[src/rtl/attn_pkg.sv]
package attn_pkg;

  // Which pending kinds fire in an evaluation cycle
  typedef enum logic [1:0] {
    CAUSE_NONE = 2'd0,
    CAUSE_FN   = 2'd1,
    CAUSE_ERR  = 2'd2,
    CAUSE_BOTH = 2'd3
  } attn_cause_e;

endpackage

[src/rtl/attn_pend_latch.sv]
module attn_pend_latch (
  input  logic clk,
  input  logic rst,
  input  logic set_i,
  input  logic clr_i,
  input  logic consume_i,
  output logic pend_o
);

  logic pend_q;

  // Clear outranks consume, consume outranks set: an arrival in the
  // consuming cycle is absorbed into that cycle's decision.
  always_ff @(posedge clk) begin
    if (rst)            pend_q <= 1'b0;
    else if (clr_i)     pend_q <= 1'b0;
    else if (consume_i) pend_q <= 1'b0;
    else if (set_i)     pend_q <= 1'b1;
  end

  assign pend_o = pend_q;

  AST_CONSUME_CLEARS: assert property (@(posedge clk) disable iff (rst)
    consume_i |=> !pend_o);

  AST_CLEAR_DROPS: assert property (@(posedge clk) disable iff (rst)
    clr_i |=> !pend_o);

endmodule

[src/rtl/attn_suppress.sv]
module attn_suppress (
  input  logic clk,
  input  logic rst,
  input  logic status_rd_i,
  input  logic bus_reset_i,
  input  logic seen_i,
  input  logic own_fire_i,
  output logic supp_o
);

  logic supp_q;
  logic set_w;
  logic clr_w;

  assign set_w = seen_i | own_fire_i;
  assign clr_w = status_rd_i | bus_reset_i;

  // A request in the same cycle as a clearing event wins
  always_ff @(posedge clk) begin
    if (rst)        supp_q <= 1'b0;
    else if (set_w) supp_q <= 1'b1;
    else if (clr_w) supp_q <= 1'b0;
  end

  assign supp_o = supp_q;

  AST_EPOCH_RESTART: assert property (@(posedge clk) disable iff (rst)
    (status_rd_i && !seen_i && !own_fire_i) |=> !supp_o);

  AST_BRST_RESTART: assert property (@(posedge clk) disable iff (rst)
    (bus_reset_i && !seen_i && !own_fire_i) |=> !supp_o);

  AST_SEEN_SUPPRESSES: assert property (@(posedge clk) disable iff (rst)
    seen_i |=> supp_o);

endmodule

[src/rtl/attn_issue.sv]
module attn_issue
  import attn_pkg::*;
(
  input  logic clk,
  input  logic rst,
  input  logic fn_pend_i,
  input  logic err_pend_i,
  input  logic bus_idle_i,
  input  logic supp_i,
  input  logic bus_reset_i,
  output logic fn_consume_o,
  output logic err_consume_o,
  output logic fire_o,
  output logic req_o
);

  logic        fire_fn;
  logic        fire_err;
  attn_cause_e cause;
  logic        req_q;

  always_comb begin
    fire_fn  = fn_pend_i & bus_idle_i & ~supp_i;
    fire_err = err_pend_i & bus_idle_i & ~bus_reset_i;
    unique case ({fire_err, fire_fn})
      2'b00:   cause = CAUSE_NONE;
      2'b01:   cause = CAUSE_FN;
      2'b10:   cause = CAUSE_ERR;
      default: cause = CAUSE_BOTH;
    endcase
    fire_o        = (cause != CAUSE_NONE);
    // A function event is judged once, at its first idle cycle
    fn_consume_o  = (fn_pend_i & bus_idle_i) | fire_o;
    err_consume_o = fire_o;
  end

  always_ff @(posedge clk) begin
    if (rst) req_q <= 1'b0;
    else     req_q <= fire_o;
  end

  assign req_o = req_q;

  AST_SINGLE_PULSE: assert property (@(posedge clk) disable iff (rst)
    req_o |=> !req_o);

  AST_IDLE_BEFORE_REQ: assert property (@(posedge clk) disable iff (rst)
    req_o |-> $past(bus_idle_i));

  AST_ERR_BYPASS: assert property (@(posedge clk) disable iff (rst)
    (err_pend_i && bus_idle_i && !bus_reset_i) |=> req_o);

  AST_SUPP_HOLDS: assert property (@(posedge clk) disable iff (rst)
    (supp_i && !err_pend_i) |=> !req_o);

endmodule

[src/rtl/attn_req_ctrl.sv]
module attn_req_ctrl (
  input  logic clk,
  input  logic rst,
  input  logic fn_event_i,
  input  logic attn_en_i,
  input  logic bus_err_i,
  input  logic bus_idle_i,
  input  logic status_rd_i,
  input  logic bus_reset_i,
  input  logic bus_attn_seen_i,
  output logic attn_req_o
);

  logic fn_pend;
  logic err_pend;
  logic fn_consume;
  logic err_consume;
  logic own_fire;
  logic supp;
  logic fn_set;

  assign fn_set = fn_event_i & attn_en_i;

  attn_pend_latch u_fn_latch (
    .clk       (clk),
    .rst       (rst),
    .set_i     (fn_set),
    .clr_i     (1'b0),
    .consume_i (fn_consume),
    .pend_o    (fn_pend)
  );

  attn_pend_latch u_err_latch (
    .clk       (clk),
    .rst       (rst),
    .set_i     (bus_err_i),
    .clr_i     (bus_reset_i),
    .consume_i (err_consume),
    .pend_o    (err_pend)
  );

  attn_suppress u_supp (
    .clk         (clk),
    .rst         (rst),
    .status_rd_i (status_rd_i),
    .bus_reset_i (bus_reset_i),
    .seen_i      (bus_attn_seen_i),
    .own_fire_i  (own_fire),
    .supp_o      (supp)
  );

  attn_issue u_issue (
    .clk           (clk),
    .rst           (rst),
    .fn_pend_i     (fn_pend),
    .err_pend_i    (err_pend),
    .bus_idle_i    (bus_idle_i),
    .supp_i        (supp),
    .bus_reset_i   (bus_reset_i),
    .fn_consume_o  (fn_consume),
    .err_consume_o (err_consume),
    .fire_o        (own_fire),
    .req_o         (attn_req_o)
  );

  AST_RESET_QUIET: assert property (@(posedge clk)
    rst |=> !attn_req_o);

  AST_DISABLED_IGNORED: assert property (@(posedge clk) disable iff (rst)
    (fn_event_i && !attn_en_i && !fn_pend) |=> !fn_pend);

endmodule

[config.mk]
export PLATFORM = sky130hd
export DESIGN_NAME = attn_req_ctrl
export DESIGN_NICKNAME = d
export VERILOG_FILES = /design/src/rtl/attn_pkg.sv /design/src/rtl/attn_pend_latch.sv /design/src/rtl/attn_suppress.sv /design/src/rtl/attn_issue.sv /design/src/rtl/attn_req_ctrl.sv
export SDC_FILE = /design/constraint.sdc
export NUM_CORES = 1
export LEC_CHECK = 0
export ABC_AREA = 1
export BUFFER_PORTS_ARGS = -buffer_cell sky130_fd_sc_hd__buf_2
export CAP_MARGIN = 20
export CORE_AREA = 8 8 45 47
export CTS_CLUSTER_SIZE = 24
export DETAILED_ROUTE_END_ITERATION = 12
export DIE_AREA = 0 0 53 55
export PLACE_DENSITY = 0.44
export SKIP_CTS_REPAIR_TIMING = 1
export SLEW_MARGIN = 20
export SYNTH_ARGS = -nofsm -noshare
export SYNTH_HDL_FRONTEND = slang
export SYNTH_HIERARCHICAL = 1
export SYNTH_SLANG_ARGS = --single-unit
[constraint.sdc]
create_clock -name clk -period 2.2 [get_ports clk]
set_clock_uncertainty 0.1 [all_clocks]
set_input_delay 0.44 -clock clk [delete_from_list [all_inputs] [get_ports clk]]
set_output_delay 0.44 -clock clk [all_outputs]
set_load 0.005 [all_outputs]
==> flow_summary.toml <==
[cells_and_area]
fillers = 161
stdcell_count = 58
final_cell_mix = "buf_2 (9), inv_1 (7), nor2_1 (7)"
diodes = 0
fin_nets = 53
mostFrequentLayoutCell = "buf_2"
drive_gt1_frac = 0.3333
postLayoutCoreUtil = 0.2025
area_growth_pct = 40.00

[critical_path]
crit_path_start_kind = "flop"
rrSetupSlack_ns = 1.27
worstPathArrival_ns = 0.64
slowest_stage = "dfxtp_1"
cp_num_buf_inv = 1
critPathMaxFanout = 1
path_cells = "buf_2"
required_ns = 1.66
path_delay_family = "flip-flops"
crit_path_end_kind = "primary output"
crit_type = "reg2out"
slowest_delay_ns = 0.29

[power_and_ir_drop]
p_clk_frac = 0.492
ir_drop_mv = 0.2554
leakagePower_nw = 0.1558
comb_power_share = 0.102
p_int_uw = 147.1
cellPowerDensity_nw_per_um2 = 685.2
p_sw_uw = 44.97
swShare = 0.2342
p_seq_frac = 0.406

[timing]
fin_crit_ns = 1.180
fmax_ghz = 0.8474
rsz0062_at_grt = "no"
fin_setup_tns_ns = 0
slew_violations = 0
fin_worst_hold_slack_ns = 0.3087
finalCritPeriodShare = 0.5364
setup_viol = 0
hold_viol = 0

[clocking]
cts_num_sinks = 4
cts_max_level = 1
clk_latency_ns = 0.24
cts_tree = "yes"
clockBufferDepth = 2
cts-root-buf = "clkbuf_4"
clkTransAtPathRegs_ns = 0.04
cts_buffers = 3

[route]
drc_errors = 0
first_pass_iters = 4
via_per_inst = 3.466
drt_iter0_drc = 6
routedWlPerCell_um = 8.310
totalWireLength_um = 482
ant_nets = 0
vias = 201

[yosys]
synth_warnings = 6
ys_ff_latch = 4
synth.distinct_cells = 10
synth_top_area_share = 0.4000
synth.net_count = 40
synth_area_leaders = "dfxtp_1 (40%), inv_1 (13%), nor2_1 (13%)"
avgSynthCellArea_sq_um = 6.458
syn-instance-count = 31
ys_seq_area_frac = 0.4000
synth.largest_area_cell = "dfxtp_1"
netlist_area_sq_um = 200.2

[die]
die_width_um = 53
rows = 14
core_area_sq_um = 1384
ios = 10
start_util = 0.1447
die_y_um = 55
die_area_sq_um = 2915

[global_routing]
grt_use_total = 0.03989
antenna_found_initial = 0
grt_pass1_wl_um = 731
grt_overflow = 0
grt_max_degree = 5
grt_pass1_vias = 185

[placed_design]
port_buffers = 9
dp_cells = 55
place.gp.congestion = 0.6468
hpwlAfterDp_um = 382.2

[hold_path]
hold_class = "in2reg"

[outcome]
status = "complete, no violations"

[flow_run]
maxCapViolCount = 0
## sequential cells by signal, indices dropped and copies added, names as in the netlist
signal,flops
u_fn_latch/pend_o,1
u_err_latch/pend_o,1
u_supp/supp_o,1
u_issue/req_o,1
## routing by layer
layer	wire length, um	GRT usage
met1	251	0.03799
met2	170	0.04102
met3	52	0.04813
met4	8	0.03879
met5	0	0
## cell type report
| type | count | area, sq um | area share |
|---|---|---|---|
| flip-flops and latches | 4 | 80.08 | 0.2857 |
| repair buffers | 9 | 45.04 | 0.1607 |
| clock buffers | 3 | 22.52 | 0.08036 |
| inverters | 7 | 26.28 | 0.09375 |
| well taps | 16 | 20.02 | 0.07143 |
| multi-input cells | 19 | 86.33 | 0.3080 |
## path summary, 6_finish.rpt
check | startpoint | endpoint | cells after the start
setup reg to reg | u_supp/supp_o | u_supp/supp_o | 5
setup / recovery | u_issue/req_o | attn_req_o | 1
hold reg to reg | u_supp/supp_o | u_supp/supp_o | 2
hold / removal | rst | u_issue/req_o | 2
## synth_stat cells
cell type,number
buf_4,1
nand3_1,2
dfxtp_1,4
nand3_2,1
a21oi_1,1
a21oi_2,1
nand2_1,6
nor2_1,7
inv_1,7
conb_1,1
## cells by family after synthesis
family | Yosys count | share of synthesized area
DFF | 4 | 0.4000
AOI/OAI and AO/OA | 2 | 0.06873
and+or+nand+nor | 16 | 0.3438
other | 1 | 0.01873
buffers and inverters | 8 | 0.1688
## power groups by stage
stage               logic, mW  clock network [mW]  registers [mW]
detailed placement     0.0199                   0          0.0790
global route           0.0224               0.102          0.0783
floorplan              0.0101                   0          0.0788
CTS                    0.0200               0.100          0.0778
finish                 0.0197              0.0945          0.0779
global placement       0.0200                   0          0.0790
## stage by stage
| stage | setup slack [ns] | cell area [sq um] | total power, mW |
|---|---|---|---|
| final | 1.020 | 280.3 | 0.1920 |
| after global routing | 0.9962 | 280.3 | 0.2029 |
| after CTS | 1.005 | 280.3 | 0.1980 |
| after detailed placement | 1.044 | 257.7 | 0.09895 |
| after global placement | 1.049 | 257.7 | 0.09905 |
| after floorplan | 1.119 | 200.2 | 0.08885 |
(Power assumes the default switching activity.)
